<file path="src/rtl/slot_enum_pkg.sv">
package slot_enum_pkg;

  // One-cycle strobes from the decode control to the datapath.
  typedef struct packed {
    logic clrCfg;    // priority lost: drop base and map
    logic baseLoad;  // capture window byte
    logic idRead;    // return type code
    logic regRead;   // return memory-base register
    logic regWrite;  // load memory-base register
    logic romRead;   // return ROM word
  } slotStrobe_t;

endpackage

</file>
<file path="src/rtl/slot_enum_ctl.sv">
module slot_enum_ctl
  import slot_enum_pkg::*;
#(
  parameter int ADDR_W  = 24,
  parameter int IO_W    = 16,
  parameter int OFF_W   = 8,
  parameter int MB_W    = 4,
  parameter int ROM_AW  = 12,
  parameter logic [OFF_W-1:0] REG_OFF = 8'h20
) (
  input  logic                    clk,
  input  logic                    rstN,
  input  logic                    prioIn,
  input  logic                    ioRd,
  input  logic                    ioWr,
  input  logic                    memRd,
  input  logic                    memWr,
  input  logic [ADDR_W-1:0]       addr,
  input  logic [IO_W-OFF_W-1:0]   baseByte,
  input  logic [MB_W-1:0]         memBase,
  output slotStrobe_t             st,
  output logic                    prioOut,
  output logic                    ack,
  output logic [ROM_AW-1:0]       romAddr
);
  localparam int BASE_W = IO_W - OFF_W;

  logic cfgDone;
  logic unconf, live, cfgAddr, winHit, regSel, memHit, ackNext;
  logic [IO_W-1:0] ioAddr;
  logic unusedCtl;

  assign ioAddr    = addr[IO_W-1:0];
  assign unusedCtl = ^{addr, memWr};
  assign unconf    = prioIn && !cfgDone;
  assign live      = prioIn && cfgDone;
  assign cfgAddr   = (ioAddr == '0);
  assign winHit    = live && (ioAddr[IO_W-1 -: BASE_W] == baseByte);
  assign regSel    = (ioAddr[OFF_W-1:0] == REG_OFF);
  assign memHit    = live && (addr[ADDR_W-1 -: MB_W] == memBase);

  always_comb begin
    st          = '0;
    st.clrCfg   = !prioIn;
    st.idRead   = unconf && ioRd && cfgAddr;
    st.baseLoad = unconf && ioWr && cfgAddr;
    st.regRead  = winHit && ioRd && regSel;
    st.regWrite = winHit && ioWr && regSel;
    st.romRead  = memHit && memRd;
  end

  assign ackNext = st.idRead || st.baseLoad || st.romRead ||
                   (winHit && (ioRd || ioWr));
  assign romAddr = addr[ROM_AW:1];
  assign prioOut = prioIn && cfgDone;

  always_ff @(posedge clk) begin
    if (!rstN) begin
      cfgDone <= 1'b0;
      ack     <= 1'b0;
    end else begin
      ack <= ackNext;
      if (!prioIn)          cfgDone <= 1'b0;
      else if (st.baseLoad) cfgDone <= 1'b1;
    end
  end

  // priority is only ever released by a configuration write
  p_release_after_write_r4: assert property (@(posedge clk) disable iff (!rstN)
    $rose(prioOut) |-> $past(ioWr && addr[IO_W-1:0] == '0));

  // a lone memory write never earns an acknowledge
  p_mem_write_silent_r8: assert property (@(posedge clk) disable iff (!rstN)
    (memWr && !memRd && !ioRd && !ioWr) |=> !ack);

  // losing priority leaves the module unconfigured
  p_prio_loss_r2: assert property (@(posedge clk) disable iff (!rstN)
    !prioIn |=> !cfgDone);

endmodule

</file>
<file path="src/rtl/slot_enum_dp.sv">
module slot_enum_dp
  import slot_enum_pkg::*;
#(
  parameter int DATA_W  = 16,
  parameter int BASE_W  = 8,
  parameter int MB_W    = 4,
  parameter logic [DATA_W-1:0] ID_CODE = 16'h0A5C
) (
  input  logic               clk,
  input  logic               rstN,
  input  slotStrobe_t        st,
  input  logic [DATA_W-1:0]  wrData,
  input  logic [DATA_W-1:0]  romData,
  output logic [BASE_W-1:0]  baseByte,
  output logic [MB_W-1:0]    memBase,
  output logic [DATA_W-1:0]  rdData
);
  logic [DATA_W-1:0] rdNext;
  logic unusedDp;

  assign unusedDp = ^wrData;

  always_comb begin
    rdNext = '0;
    if (st.idRead)       rdNext = ID_CODE;
    else if (st.regRead) rdNext = {{(DATA_W-MB_W){1'b0}}, memBase};
    else if (st.romRead) rdNext = romData;
  end

  always_ff @(posedge clk) begin
    if (!rstN) begin
      baseByte <= '0;
      memBase  <= '0;
      rdData   <= '0;
    end else begin
      rdData <= rdNext;
      if (st.clrCfg) begin
        baseByte <= '0;
        memBase  <= '0;
      end else begin
        if (st.baseLoad) baseByte <= wrData[BASE_W-1:0];
        if (st.regWrite) memBase  <= wrData[MB_W-1:0];
      end
    end
  end

  // the window byte comes from the low data byte of the config write
  p_base_capture_r4: assert property (@(posedge clk) disable iff (!rstN)
    st.baseLoad |=> baseByte == $past(wrData[BASE_W-1:0]));

  // priority loss wipes the window and the ROM map
  p_clear_on_loss_r2: assert property (@(posedge clk) disable iff (!rstN)
    st.clrCfg |=> (baseByte == '0) && (memBase == '0));

  // a ROM hit returns the word presented by the ROM
  p_rom_data_r7: assert property (@(posedge clk) disable iff (!rstN)
    st.romRead |=> rdData == $past(romData));

endmodule

</file>
<file path="src/rtl/chain_slot_decoder.sv">
module chain_slot_decoder
  import slot_enum_pkg::*;
#(
  parameter int ADDR_W  = 24,
  parameter int DATA_W  = 16,
  parameter int ROM_AW  = 12,
  parameter logic [DATA_W-1:0] ID_CODE = 16'h0A5C
) (
  input  logic              clk,
  input  logic              rstN,
  input  logic              prioIn,
  output logic              prioOut,
  input  logic              ioRd,
  input  logic              ioWr,
  input  logic              memRd,
  input  logic              memWr,
  input  logic [ADDR_W-1:0] addr,
  input  logic [DATA_W-1:0] wrData,
  output logic [DATA_W-1:0] rdData,
  output logic              ack,
  output logic [ROM_AW-1:0] romAddr,
  input  logic [DATA_W-1:0] romData
);
  localparam int IO_W   = 16;
  localparam int OFF_W  = 8;
  localparam int BASE_W = IO_W - OFF_W;
  localparam int MB_W   = 4;

  slotStrobe_t       st;
  logic [BASE_W-1:0] baseByte;
  logic [MB_W-1:0]   memBase;

  slot_enum_ctl #(
    .ADDR_W(ADDR_W), .IO_W(IO_W), .OFF_W(OFF_W), .MB_W(MB_W),
    .ROM_AW(ROM_AW), .REG_OFF(8'h20)
  ) ctl_i (
    .clk(clk), .rstN(rstN), .prioIn(prioIn),
    .ioRd(ioRd), .ioWr(ioWr), .memRd(memRd), .memWr(memWr),
    .addr(addr), .baseByte(baseByte), .memBase(memBase),
    .st(st), .prioOut(prioOut), .ack(ack), .romAddr(romAddr)
  );

  slot_enum_dp #(
    .DATA_W(DATA_W), .BASE_W(BASE_W), .MB_W(MB_W), .ID_CODE(ID_CODE)
  ) dp_i (
    .clk(clk), .rstN(rstN), .st(st), .wrData(wrData), .romData(romData),
    .baseByte(baseByte), .memBase(memBase), .rdData(rdData)
  );

endmodule

</file>
<file path="config.mk">
export PLATFORM = sky130hd
export DESIGN_NAME = chain_slot_decoder
export DESIGN_NICKNAME = d
export VERILOG_FILES = /design/src/rtl/slot_enum_pkg.sv /design/src/rtl/slot_enum_ctl.sv /design/src/rtl/slot_enum_dp.sv /design/src/rtl/chain_slot_decoder.sv
export SDC_FILE = /design/constraint.sdc
export NUM_CORES = 1
export LEC_CHECK = 0
export BUFFER_PORTS_ARGS = -buffer_cell sky130_fd_sc_hd__buf_2
export CAP_MARGIN = 10
export CORE_MARGIN = 8
export CORE_UTILIZATION = 44
export DETAILED_ROUTE_END_ITERATION = 8
export GPL_TIMING_DRIVEN = 0
export HOLD_SLACK_MARGIN = 0.08
export PLACE_DENSITY = 0.84
export SLEW_MARGIN = 20
export SYNTH_ARGS = -nofsm -noshare
export SYNTH_HDL_FRONTEND = slang
export SYNTH_HIERARCHICAL = 1
export SYNTH_SLANG_ARGS = --single-unit
</file>
<file path="constraint.sdc">
create_clock -name clk -period 4 [get_ports clk]
set_input_delay 0.2 -clock clk [delete_from_list [all_inputs] [get_ports clk]]
set_output_delay 0.2 -clock clk [all_outputs]
set_load 0.05 [all_outputs]
</file>
== Word-level counts from Yosys, hierarchy flattened ==
Cells that the tools add are included.
Word-level totals
  register bits: 30
  bits of input ports: 63
  output and inout port bits: 30
  word-level logic and storage cells: 38
Cells by class
  equality and inequality tests: 3
  mux-type cells: 3
  bitwise logic cells: 2
  reduce and logical (&&, ||, !) cells: 23
Operators by type and width (count)
  $mux W12: 3
  $logic_not A16 Y1: 1
  $logic_and A1 B1 Y1: 14
  $eq A8 B6 Y1 const B: 1
  $eq A8 B8 Y1: 1
  $eq A4 B4 Y1: 1
  $logic_or A1 B1 Y1: 4
  $reduce_or A4 Y1: 1
  $not A1 Y1: 2
  $reduce_and A2 Y1: 1
  $reduce_or A2 Y1: 1
  $logic_not A1 Y1: 1

== Depth between registers and ports, before layout ==
Gate-level depths: netlist (run 1).
  depth in word-level cells: 7
  mapped depth: 7
  depth with buffers taken out: 6

== Cells and area by module ==
The synthesis (run 1) kept the hierarchy.
Modules (own cells, without submodules)
  slot_enum_dp: instances 1, cells an instance 87, area each 960.9 um2, sequential area each 560.5 um2
  slot_enum_ctl: instances 1, cells an instance 56, area each 434.2 um2, sequential area each 40.0 um2

== Worst setup path before layout (run 1) ==
No wires, ideal clock.
  path kind: register -> register
  start point: reg ctl_i.cfgDone
  end point: reg dp_i.rdData[6]
  library setup time: 0.115 ns
  arrival time: 1.797 ns
  required time: 3.885 ns
  slack: 2.089 ns
  cell stages (with the launch flop): 8
  path buffers: 1
  clock period less this slack: 1.911 ns
  cells stage by stage: dfxtp_1 and2_1 nand2_1 nor4_1 and2_1 buf_2 and3b_1 o21a_1
RTL lines
  from (decl): line slot_enum_ctl.sv:28  | logic cfgDone;
  from (signal assigned): line slot_enum_ctl.sv:59  | cfgDone <= 1'b0;
  from (signal assigned): line slot_enum_ctl.sv:63  | if (!prioIn) cfgDone <= 1'b0;
  from (signal assigned): line slot_enum_ctl.sv:64  | else if (st.baseLoad) cfgDone <= 1'b1;
  to (signal assigned): line slot_enum_dp.sv:36  | rdData <= rdNext;
  to (decl): line slot_enum_dp.sv:16  | output logic [DATA_W-1:0] rdData

==> run_results.csv, run 1 <==
group,metric,value,unit
pwr,vdd_drop_max,252.5,µV
grt,grt_pass1_wl,5982,µm
final_layout,diodes,0,
final_layout,final.fill_count,268,
grt,grt_max_degree,12,
final_layout,final_common_cell,"buf_2",
synth,avgSynthCellArea,9.756,µm²
pwr,pwr-share-seq,54.9,%
place,gp_congestion,0.8433,
clocking,clock_sinks,30,
routing,drt-wirelength-per-cell,12.78,µm
hold_path,min_path_type,"input pin to flop",
floorplan,core,3028,µm²
flow_run,drv_cap,0,
clocking,cts_resized,0,
sta,min_period_over_period,48.01,%
synth,synth_cell_types,31,
floorplan,die_width,72.31,µm
floorplan,top_level_ports,93,
sta,fin_ws,2.080,ns
routing,drc,0,
sta,skew,0.005382,ns
routing,vias,1296,
final_layout,multi_input_area,678.2,µm²
pwr,p_comb_share,16.6,%
sta,report.final.hold_viol_count,0,
sta,final.setup.tns,0,ns
place,place_ws,2.063,ns
clocking,clk_pin_slew_worst_paths,0.08,ns
final_layout,final_nets,300,
final_layout,layout_common_cells,"buf_2, dfxtp_1, nor2_1",
final_layout,layout-drive-gt1-share,43.46,%
grt,grt.total_usage,14.50,%
pwr,p_per_area,275.8,nW/µm²
sta,slew_viol_final,0,
setup_path,path_max_fanout,10,
clocking,cts-buffers-inserted,5,
routing,drtPass1Iterations,4,
routing,viasPerCell,4.612,
synth,yosysWarnings,6,
floorplan,start_util,46.07,%
sta,finalSetupViolCount,0,
run_status,run_status,"complete, no violations",
routing,totalWireLength,3591,µm
synth,ys_ff_latch,30,
synth,synthCells,143,
synth,ys_async_sr_fraction,0,%
clocking,ctsHoldBuffers,8,
clocking,clk_latency,0.31,ns
synth,synth_ff_type,"dfxtp_1",
grt,grt_pass1_vias,1360,
final_layout,seqCellArea,600.6,µm²
clocking,cts_max_level,2,
clocking,post_cts_buffers,0,
sta,max_freq,520.7,MHz
synth,synth_area,1395,µm²
clocking,cts_tree,"done",
routing,drtAntennaViolNets,0,
synth,synth_edf_count,0,
synth,syn-num-nets,206,
pwr,p_int,405.1,µW
routing,drt-initial-drc-count,31,
synth,ys_seq_area_share,43.05,%
sta,period_minus_slack,1.920,ns
floorplan,die_h,72.31,µm
sta,worst_pin_slew,0.7451,ns
setup_path,worst_setup_path_end_kind,"flop",
setup_path,setup.worst_path.start_class,"flop",
setup_path,arrival,2.18,ns
pwr,p_clk_share,28.5,%
sta,whs,0.1230,ns
floorplan,num_rows,20,
pwr,power.net_switching,138.4,µW
setup_path,path_class,"flop to flop",
sta,rsz0062_at_grt,"false",
clocking,clock_path_buffers,2,
grt,antenna_found_initial,0,
clocking,clock-root-buffer,"clkbuf_4",
grt,grt_overflow,0,
place,dp_hpwl,2988,µm
sta,max_slew_margin,49.91,%
pwr,swShare,25.46,%
final_layout,syn2layout_area_growth,41.26,%
floorplan,die-area,5229,µm²
setup_path,worstPathRequired,4.26,ns
place,portBuffers,79,
pwr,power_leakage,0.9081,nW
==> final cells by class <==
cell class	count	share of cell area (%)
buffer	16	5.524
clock buffer	7	2.286
timing repair buffer	87	24.13
inverter	2	0.3810
multi-input combinational	95	34.41
tap	44	2.794
sequential	30	30.48
==> worst paths after layout <==
kind              slack (ns)       startpoint  cells after the start                to
setup reg to reg        2.08  dp_i/memBase[2]                      5   dp_i/rdData[13]
hold reg to reg         0.49  dp_i/memBase[1]                      2    dp_i/rdData[1]
setup / recovery        2.08  dp_i/memBase[2]                      5   dp_i/rdData[13]
hold / removal          0.12        wrData[7]                      3  dp_i/baseByte[7]
==> cell families (layout without fill, tap and decap cells) <==
family          after synthesis  in the layout  share of synthesized area [%]
simple gates                 58             58                          25.74
compound gates               13             13                          6.726
mux                          12             12                          8.610
buf+inv                      18            112                          8.341
xor+xnor                     12             12                          7.534
flops                        30             30                          43.05
==> flip-flops by register name, summed over array words and instances, names as in the netlist <==
name	flops
ctl_i/ack	1
ctl_i/cfgDone	1
dp_i/rdData	16
dp_i/baseByte	8
dp_i/memBase	4
==> per-stage QoR <==
| stage | area (µm²) | power, mW | utilization [%] | cells |
|---|---|---|---|---|
| 2_1_floorplan | 1395 | 0.3509 | - | 143 |
| 3_3_place_gp | 1846 | 0.3885 | 60.95 | 266 |
| 3_5_place_dp | 1846 | 0.3898 | 60.95 | 266 |
| 4_1_cts | 1971 | 0.5527 | 65.08 | 281 |
| 5_1_grt | 1971 | 0.5727 | 65.08 | 281 |
| 6_report | 1971 | 0.5435 | 65.08 | 281 |
==> layer usage <==
layer	share of wire (%)	track usage, %	vias to the layer above	wire (µm)
met4	0.53	4.762	0	19
li1	-	-	670	-
met2	53	25.48	43	1918
met1	34	13.60	581	1236
met3	12	8.678	2	416
met5	0	0	-	0
==> power by group through the flow <==
stage	sequential, mW	combinational (mW)	clock [mW]
2_1_floorplan	0.305	0.0456	0
3_3_place_gp	0.305	0.0831	0
3_5_place_dp	0.305	0.0845	0
4_1_cts	0.298	0.0905	0.164
5_1_grt	0.298	0.0961	0.178
6_report	0.298	0.0900	0.155
==> synth_stat cells, drive strengths merged (3+ instances only) <==
library cell,instances,area share [%]
nand3b,4,2.2
o21a,4,2.2
nor3,3,1.4
nand4,3,1.3
nand2,6,1.6
nand3,3,1.1
xnor2,10,6.3
nor4,4,3.3
a21oi,4,1.4
buf,14,7.2
nor2,14,3.8
and3b,4,2.5
mux2i,12,8.6
dfxtp,30,43
and2,12,5.4
==> critical path, stage by stage, from the launching register on <==
cell      delay [ns]
dfxtp_1         0.38
xnor2_1         0.13
nand2_1         0.11
nor4_2          0.70
and4bb_4        0.40
and2_1          0.15
Power figures use the tool's default switching activity.
==> inputs of run 2 (changes only) <==
- CORE_UTILIZATION: 44 -> 37
- PLACE_DENSITY: 0.84 -> 0.75
- clock period: 4 -> 1.75 ns (I/O delays scaled with it)
==> run 2 against run 1 <==
Against the previous run: sequential power rose by 130%; design area rose by 17%; power rose to 3.0 times the previous value; setup slack got worse by 2.0 ns; hold slack got worse by 0.027 ns; sequential share of layout area fell by 4.3 points; register-to-register slack got worse by 2.0 ns; non-clock buffer count rose by 17; cell count rose by 7.5%; global-route usage fell by 0.076 points; core utilization fell by 1.5 points; combinational power rose to 2.7 times the previous value; largest power group is now the clock network.
==> run_results.csv, run 2 (synthesis gave the netlist of run 1 again) <==
group,metric,value,unit
run_status,run_status,"complete, no violations",
sta,slew_viol_final,0,
sta,finalSetupViolCount,0,
routing,drtPass1Iterations,4,
setup_path,critPathSlowestCell,"dfxtp_2",
clocking,clock_sinks,30,
setup_path,setup.worst_path.start_class,"flop",
final_layout,final_common_cell,"buf_2",
clocking,cts_max_level,2,
final_layout,largest_registers,"dp_i/rdData (16), dp_i/baseByte (8), dp_i/memBase (4)",
sta,worst_pin_slew,0.3758,ns
final_layout,layout_common_cells,"buf_2, dfxtp_1, dlygate4sd3_1",
grt,grt_overflow,0,
routing,drt-initial-drc-count,37,
grt,grt_pass1_wl,7072,µm
floorplan,num_rows,22,
setup_path,path_max_fanout,8,
final_layout,regMostFlops,"dp_i/rdData",
final_layout,diodes,0,
place,dp_cells,270,
setup_path,path_class,"flop to flop",
routing,drtAntennaViolNets,0,
sta,period_minus_slack,1.697,ns
clocking,cts-buffers-inserted,5,
sta,report.final.hold_viol_count,0,
floorplan,die_width,77.41,µm
final_layout,layout-drive-gt1-share,50.79,%
final_layout,fin_util,63.57,%
routing,drt-wirelength-per-cell,14.64,µm
place,dp_hpwl,3176,µm
sta,fin_ws,0.05256,ns
pwr,total_power,1.629,mW
floorplan,core,3633,µm²
floorplan,die-area,5992,µm²
final_layout,syn2layout_area_growth,65.56,%
setup_path,arrival,1.88,ns
routing,viasPerCell,4.715,
floorplan,top_level_ports,93,
clocking,clk_latency,0.28,ns
setup_path,reg2reg_slack,0.05,ns
setup_path,worstPathCellList,"xnor2_2 > nand3_2 > nor4_4 > and2_4 > buf_6 > and3b_1 > o21a_1",
floorplan,start_util,38.40,%
hold_path,min_path_type,"input pin to flop",
final_layout,final_area,2310,µm²
sta,min_period_over_period,97.00,%
place,gp_congestion,0.9127,
pwr,power_leakage,1.075,nW
setup_path,timing.critical_path.buf_inv,1,
sta,max_freq,589.1,MHz
final_layout,largest_reg_flops,16,
final_layout,fin_cells,302,
setup_path,worstPathRequired,1.93,ns
routing,drc,0,
place,dpl_cell_area,1852,µm²
grt,antenna_found_initial,0,
grt,grt.total_usage,14.42,%
setup_path,cp_top_family,"simple AND/OR/NAND/NOR gates",
setup_path,worst_setup_path_end_kind,"flop",
clocking,clock_path_buffers,2,
sta,rsz0062_at_grt,"true",
clocking,clk_pin_slew_worst_paths,0.06,ns
floorplan,die_h,77.41,µm
pwr,vdd_drop_max,509.3,µV
sta,max_slew_margin,74.76,%
place,portBuffers,79,
pwr,p_per_area,705.4,nW/µm²
sta,skew,0.006996,ns
final_layout,multi_input_area,769.5,µm²
routing,totalWireLength,4422,µm
final_layout,final.fill_count,315,
grt,grt_max_degree,12,
grt,grt_pass1_vias,1529,
final_layout,seqCellArea,605.6,µm²
setup_path,cpPeakStageDelay,0.33,ns
clocking,cts_tree,"done",
place,place_ws,-0.2118,ns
final_layout,final_nets,317,
clocking,clock-root-buffer,"clkbuf_8",
flow_run,drv_cap,0,
routing,vias,1424,
==> run 2: worst paths after layout <==
path / from / endpoint / depth (start not counted)
worst min-delay path: romData[1] / dp_i/rdData[1] / 3
worst min register to register: dp_i/memBase[1] / dp_i/rdData[1] / 2
worst max-delay path: dp_i/baseByte[5] / dp_i/rdData[6] / 7
worst max register to register: dp_i/baseByte[5] / dp_i/rdData[6] / 7
==> run 2: layout make-up <==
cell class | instances | share of cell area, %
Multi-Input combinational cell | 95 | 33.32
Inverter | 2 | 0.3250
Clock inverter | 1 | 1.300
Sequential cell | 30 | 26.22
Clock buffer | 6 | 3.575
Timing Repair Buffer | 105 | 27.74
Buffer | 15 | 4.930
Tap cell | 48 | 2.600
==> run 2: metrics by stage <==
stage               TNS [ns]  hold WS [ns]
floorplan                  0        0.2050
global placement      -1.744        0.2861
detailed placement    -2.241        0.2896
CTS                        0       0.08354
global route        -0.06727        0.1026
finish                     0       0.09594
==> run 2: timing repair <==
item,CTS,global route
setup endpoints to repair,20,23
pin swaps,4,7
hold endpoints to repair,23,0
gates resized for setup,9,16
gates cloned,0,0
hold buffers,20,0
buffers inserted,0,6
==> run 2: worst reg2reg max path, cell delays in order, from the launching register on <==
cell and delay (ns):
dfxtp_2 0.33, xnor2_2 0.17, nand3_2 0.13, nor4_4 0.32
and2_4 0.21, buf_6 0.11, and3b_1 0.17, o21a_1 0.16
==> run 2: power breakdown <==
part / switching [mW] / total [mW] / internal, mW
Combinational: 0.127 / 0.243 / 0.116
Sequential: 0.000000437 / 0.683 / 0.683
Clock: 0.249 / 0.704 / 0.455
Total: 0.376 / 1.63 / 1.25
==> run 2: metal layers <==
layer / track usage (%) / part of all wire (%) / wire [µm]
met4: 6.981 / 2.6 / 114
met1: 14.23 / 37 / 1637
met2: 27.04 / 55 / 2415
met3: 4.032 / 5.8 / 255
met5: 0 / 0 / 0
==> inputs of run 3 (changes only) <==
--- a/config.mk
+++ b/config.mk
@@ -8,4 +8,5 @@
 export BUFFER_PORTS_ARGS = -buffer_cell sky130_fd_sc_hd__buf_2
 export CAP_MARGIN = 10
+export CORE_ASPECT_RATIO = 0.7
 export CORE_MARGIN = 8
 export CORE_UTILIZATION = 37
==> constraint.sdc (replaced) <==
create_clock -name clk -period 1.75 [get_ports clk]
set_input_delay 0 -clock clk [delete_from_list [all_inputs] [get_ports clk]]
set_output_delay 0 -clock clk [all_outputs]
set_load 0.05 [all_outputs]
==> run 3 against run 2 <==
Against the previous run: clock power is essentially flat; non-clock buffer count shrank 1; clock-buffer cell count is the same; maximum frequency shrank 3.4%; sequential cell count is the same; cell count grew 0.33%; highest routed layer unchanged; largest power group unchanged; routed wire length shrank 2.6%; die area grew 0.52%; the flow now finishes with violations (setup timing); combinational power is essentially flat; power is essentially flat.
==> run_results.csv, run 3 (synthesis gave the netlist of run 1 again) <==
group,metric,value,unit
run_status,violations,"setup timing",
clocking,clk_latency,0.28,ns
final_layout,final.fill_count,295,
pwr,vdd_drop_max,431.2,µV
floorplan,top_level_ports,93,
routing,totalWireLength,4305,µm
final_layout,regMostFlops,"dp_i/rdData",
routing,viasPerCell,4.525,
setup_path,path_max_fanout,8,
flow_run,drv_cap,0,
sta,slew_viol_final,0,
clocking,clock_path_buffers,2,
setup_path,worstPathCellList,"nor4_1 > nand4_1 > nor2_1 > and2_4 > and4bb_4 > and2_4",
run_status,run_status,"complete, but fails checks",
floorplan,num_rows,18,
sta,max_slew_margin,78.31,%
setup_path,crit_start,"ctl_i/cfgDone",
grt,grtUsageMet3,3.515,%
sta,finalSetupViolCount,5,
pwr,power_leakage,1.061,nW
final_layout,syn2layout_area_growth,65.38,%
setup_path,reg2reg_slack,-0.007,ns
setup_path,r2r_start,"ctl_i/cfgDone",
sta,worst_pin_slew,0.3211,ns
clocking,clock_sinks,30,
floorplan,die-area,6023,µm²
clocking,cts_tree,"done",
final_layout,layout_common_cells,"buf_2, dfxtp_1, dlygate4sd3_1",
clocking,clock-root-buffer,"clkbuf_8",
grt,antenna_found_initial,0,
setup_path,cp-endpoint,"dp_i/rdData[12]",
setup_path,cp_top_family,"simple AND/OR/NAND/NOR gates",
floorplan,die_width,89.39,µm
clocking,cts_max_level,2,
grt,grt.total_usage,14.21,%
sta,rsz0062_at_grt,"true",
setup_path,cpPeakStageDelay,0.34,ns
sta,skew,0.01000,ns
sta,report.final.hold_viol_count,0,
clocking,cts-buffers-inserted,5,
sta,final.setup.tns,-0.02084,ns
setup_path,critPathSlowestCell,"nor4_1",
grt,grt_pass1_wl,6486,µm
hold_path,min_path_type,"input pin to flop",
sta,max_freq,569.1,MHz
floorplan,start_util,39.21,%
setup_path,critPathMostFrequentCell,"and2_4",
pwr,p_per_area,706.3,nW/µm²
setup_path,path_class,"flop to flop",
grt,gr-max-usage-layer,"met2",
routing,drt-initial-drc-count,66,
setup_path,arrival,1.93,ns
place,portBuffers,79,
place,gp_congestion,0.8358,
setup_path,setup.worst_path.start_class,"flop",
routing,drtAntennaViolNets,0,
setup_path,rr_endpoint,"dp_i/rdData[12]",
clocking,clk_pin_slew_worst_paths,0.06,ns
floorplan,die_h,67.38,µm
final_layout,largest_registers,"dp_i/rdData (16), dp_i/baseByte (8), dp_i/memBase (4)",
final_layout,final_common_cell,"buf_2",
routing,drt-wirelength-per-cell,14.21,µm
setup_path,worst_setup_path_end_kind,"flop",
sta,fin_ws,-0.007292,ns
final_layout,largest_reg_flops,16,
setup_path,r2r_cells,6,
final_layout,layout-drive-gt1-share,51.38,%
setup_path,worstPathRequired,1.93,ns
grt,use_met1,15.86,%
grt,grt_max_degree,12,
sta,period_minus_slack,1.757,ns
setup_path,timing.critical_path.buf_inv,0,
sta,whs,0.08107,ns
final_layout,diodes,0,
grt,grt_pass1_vias,1351,
setup_path,path_depth,6,
final_layout,final_area,2307,µm²
routing,drtPass1Iterations,4,
routing,vias,1371,
floorplan,core,3558,µm²
place,dpl_cell_area,1854,µm²
place,dp_hpwl,3127,µm
grt,grt_overflow,0,
routing,drc,0,
sta,min_period_over_period,100.4,%
final_layout,final_nets,316,
grt,met2_usage,24.49,%
==> run 3: timing repair <==
action,in CTS,in global routing
setup buffers,1,2
pin swaps,1,3
resized for setup,5,23
setup endpoints to repair,17,25
cloned,0,0
hold buffers,22,0
hold endpoints to repair,30,0
==> run 3: worst reg2reg max path: cells and delay by family (launching register included) <==
kind	cells	cell delay, ns
simple gates	6	1.33
flops	1	0.33
==> run 3: layout make-up <==
cell class              count  area (µm²)  share of cell area (%)
multi-input cells          95       767.0                   33.24
flip-flops and latches     30       605.6                   26.25
inverters                   2       7.507                  0.3254
plain buffers              15       113.9                   4.935
clock inverters             1       30.03                   1.302
clock buffers               6       82.58                   3.579
repair buffers            104       638.1                   27.66
well taps                  50       62.56                   2.712
==> run 3: per-stage QoR <==
| stage | setup slack, ns | instances | power [mW] | util, % |
|---|---|---|---|---|
| floorplan | 0.01154 | 143 | 0.8022 | - |
| global placement | -0.1817 | 272 | 0.8894 | 52.11 |
| detailed placement | -0.1725 | 272 | 0.8904 | 52.11 |
| CTS | 0.002730 | 301 | 1.628 | 62.31 |
| global route | -0.1195 | 303 | 1.690 | 64.84 |
| finish | -0.007292 | 303 | 1.630 | 64.84 |
==> run 3: report_power, final <==
part,switching (mW),internal [mW]
Clock,0.248,0.455
Combinational,0.125,0.118
Sequential,0.000000471,0.683
Total,0.374,1.26
==> run 3: worst min path at each step <==
| stage | cells after the start | slack, ns | from | end |
|---|---|---|---|---|
| floorplan | 1 | 0.12 | rstN | dp_i/rdData[11] |
| global route | 3 | 0.09 | romData[6] | dp_i/rdData[6] |
| detailed placement | 2 | 0.20 | romData[8] | dp_i/rdData[8] |
| global placement | 2 | 0.20 | romData[13] | dp_i/rdData[13] |
| finish | 3 | 0.08 | romData[11] | dp_i/rdData[11] |
| CTS | 3 | 0.08 | romData[6] | dp_i/rdData[6] |
==> run 3: per-layer routing <==
metal / routed length (µm) / vias up / share of wire, %
met5: 0 / - / 0
met4: 102 / 0 / 2.4
met2: 2178 / 37 / 51
met1: 1801 / 622 / 42
met3: 223 / 11 / 5.2
li1: - / 701 / -
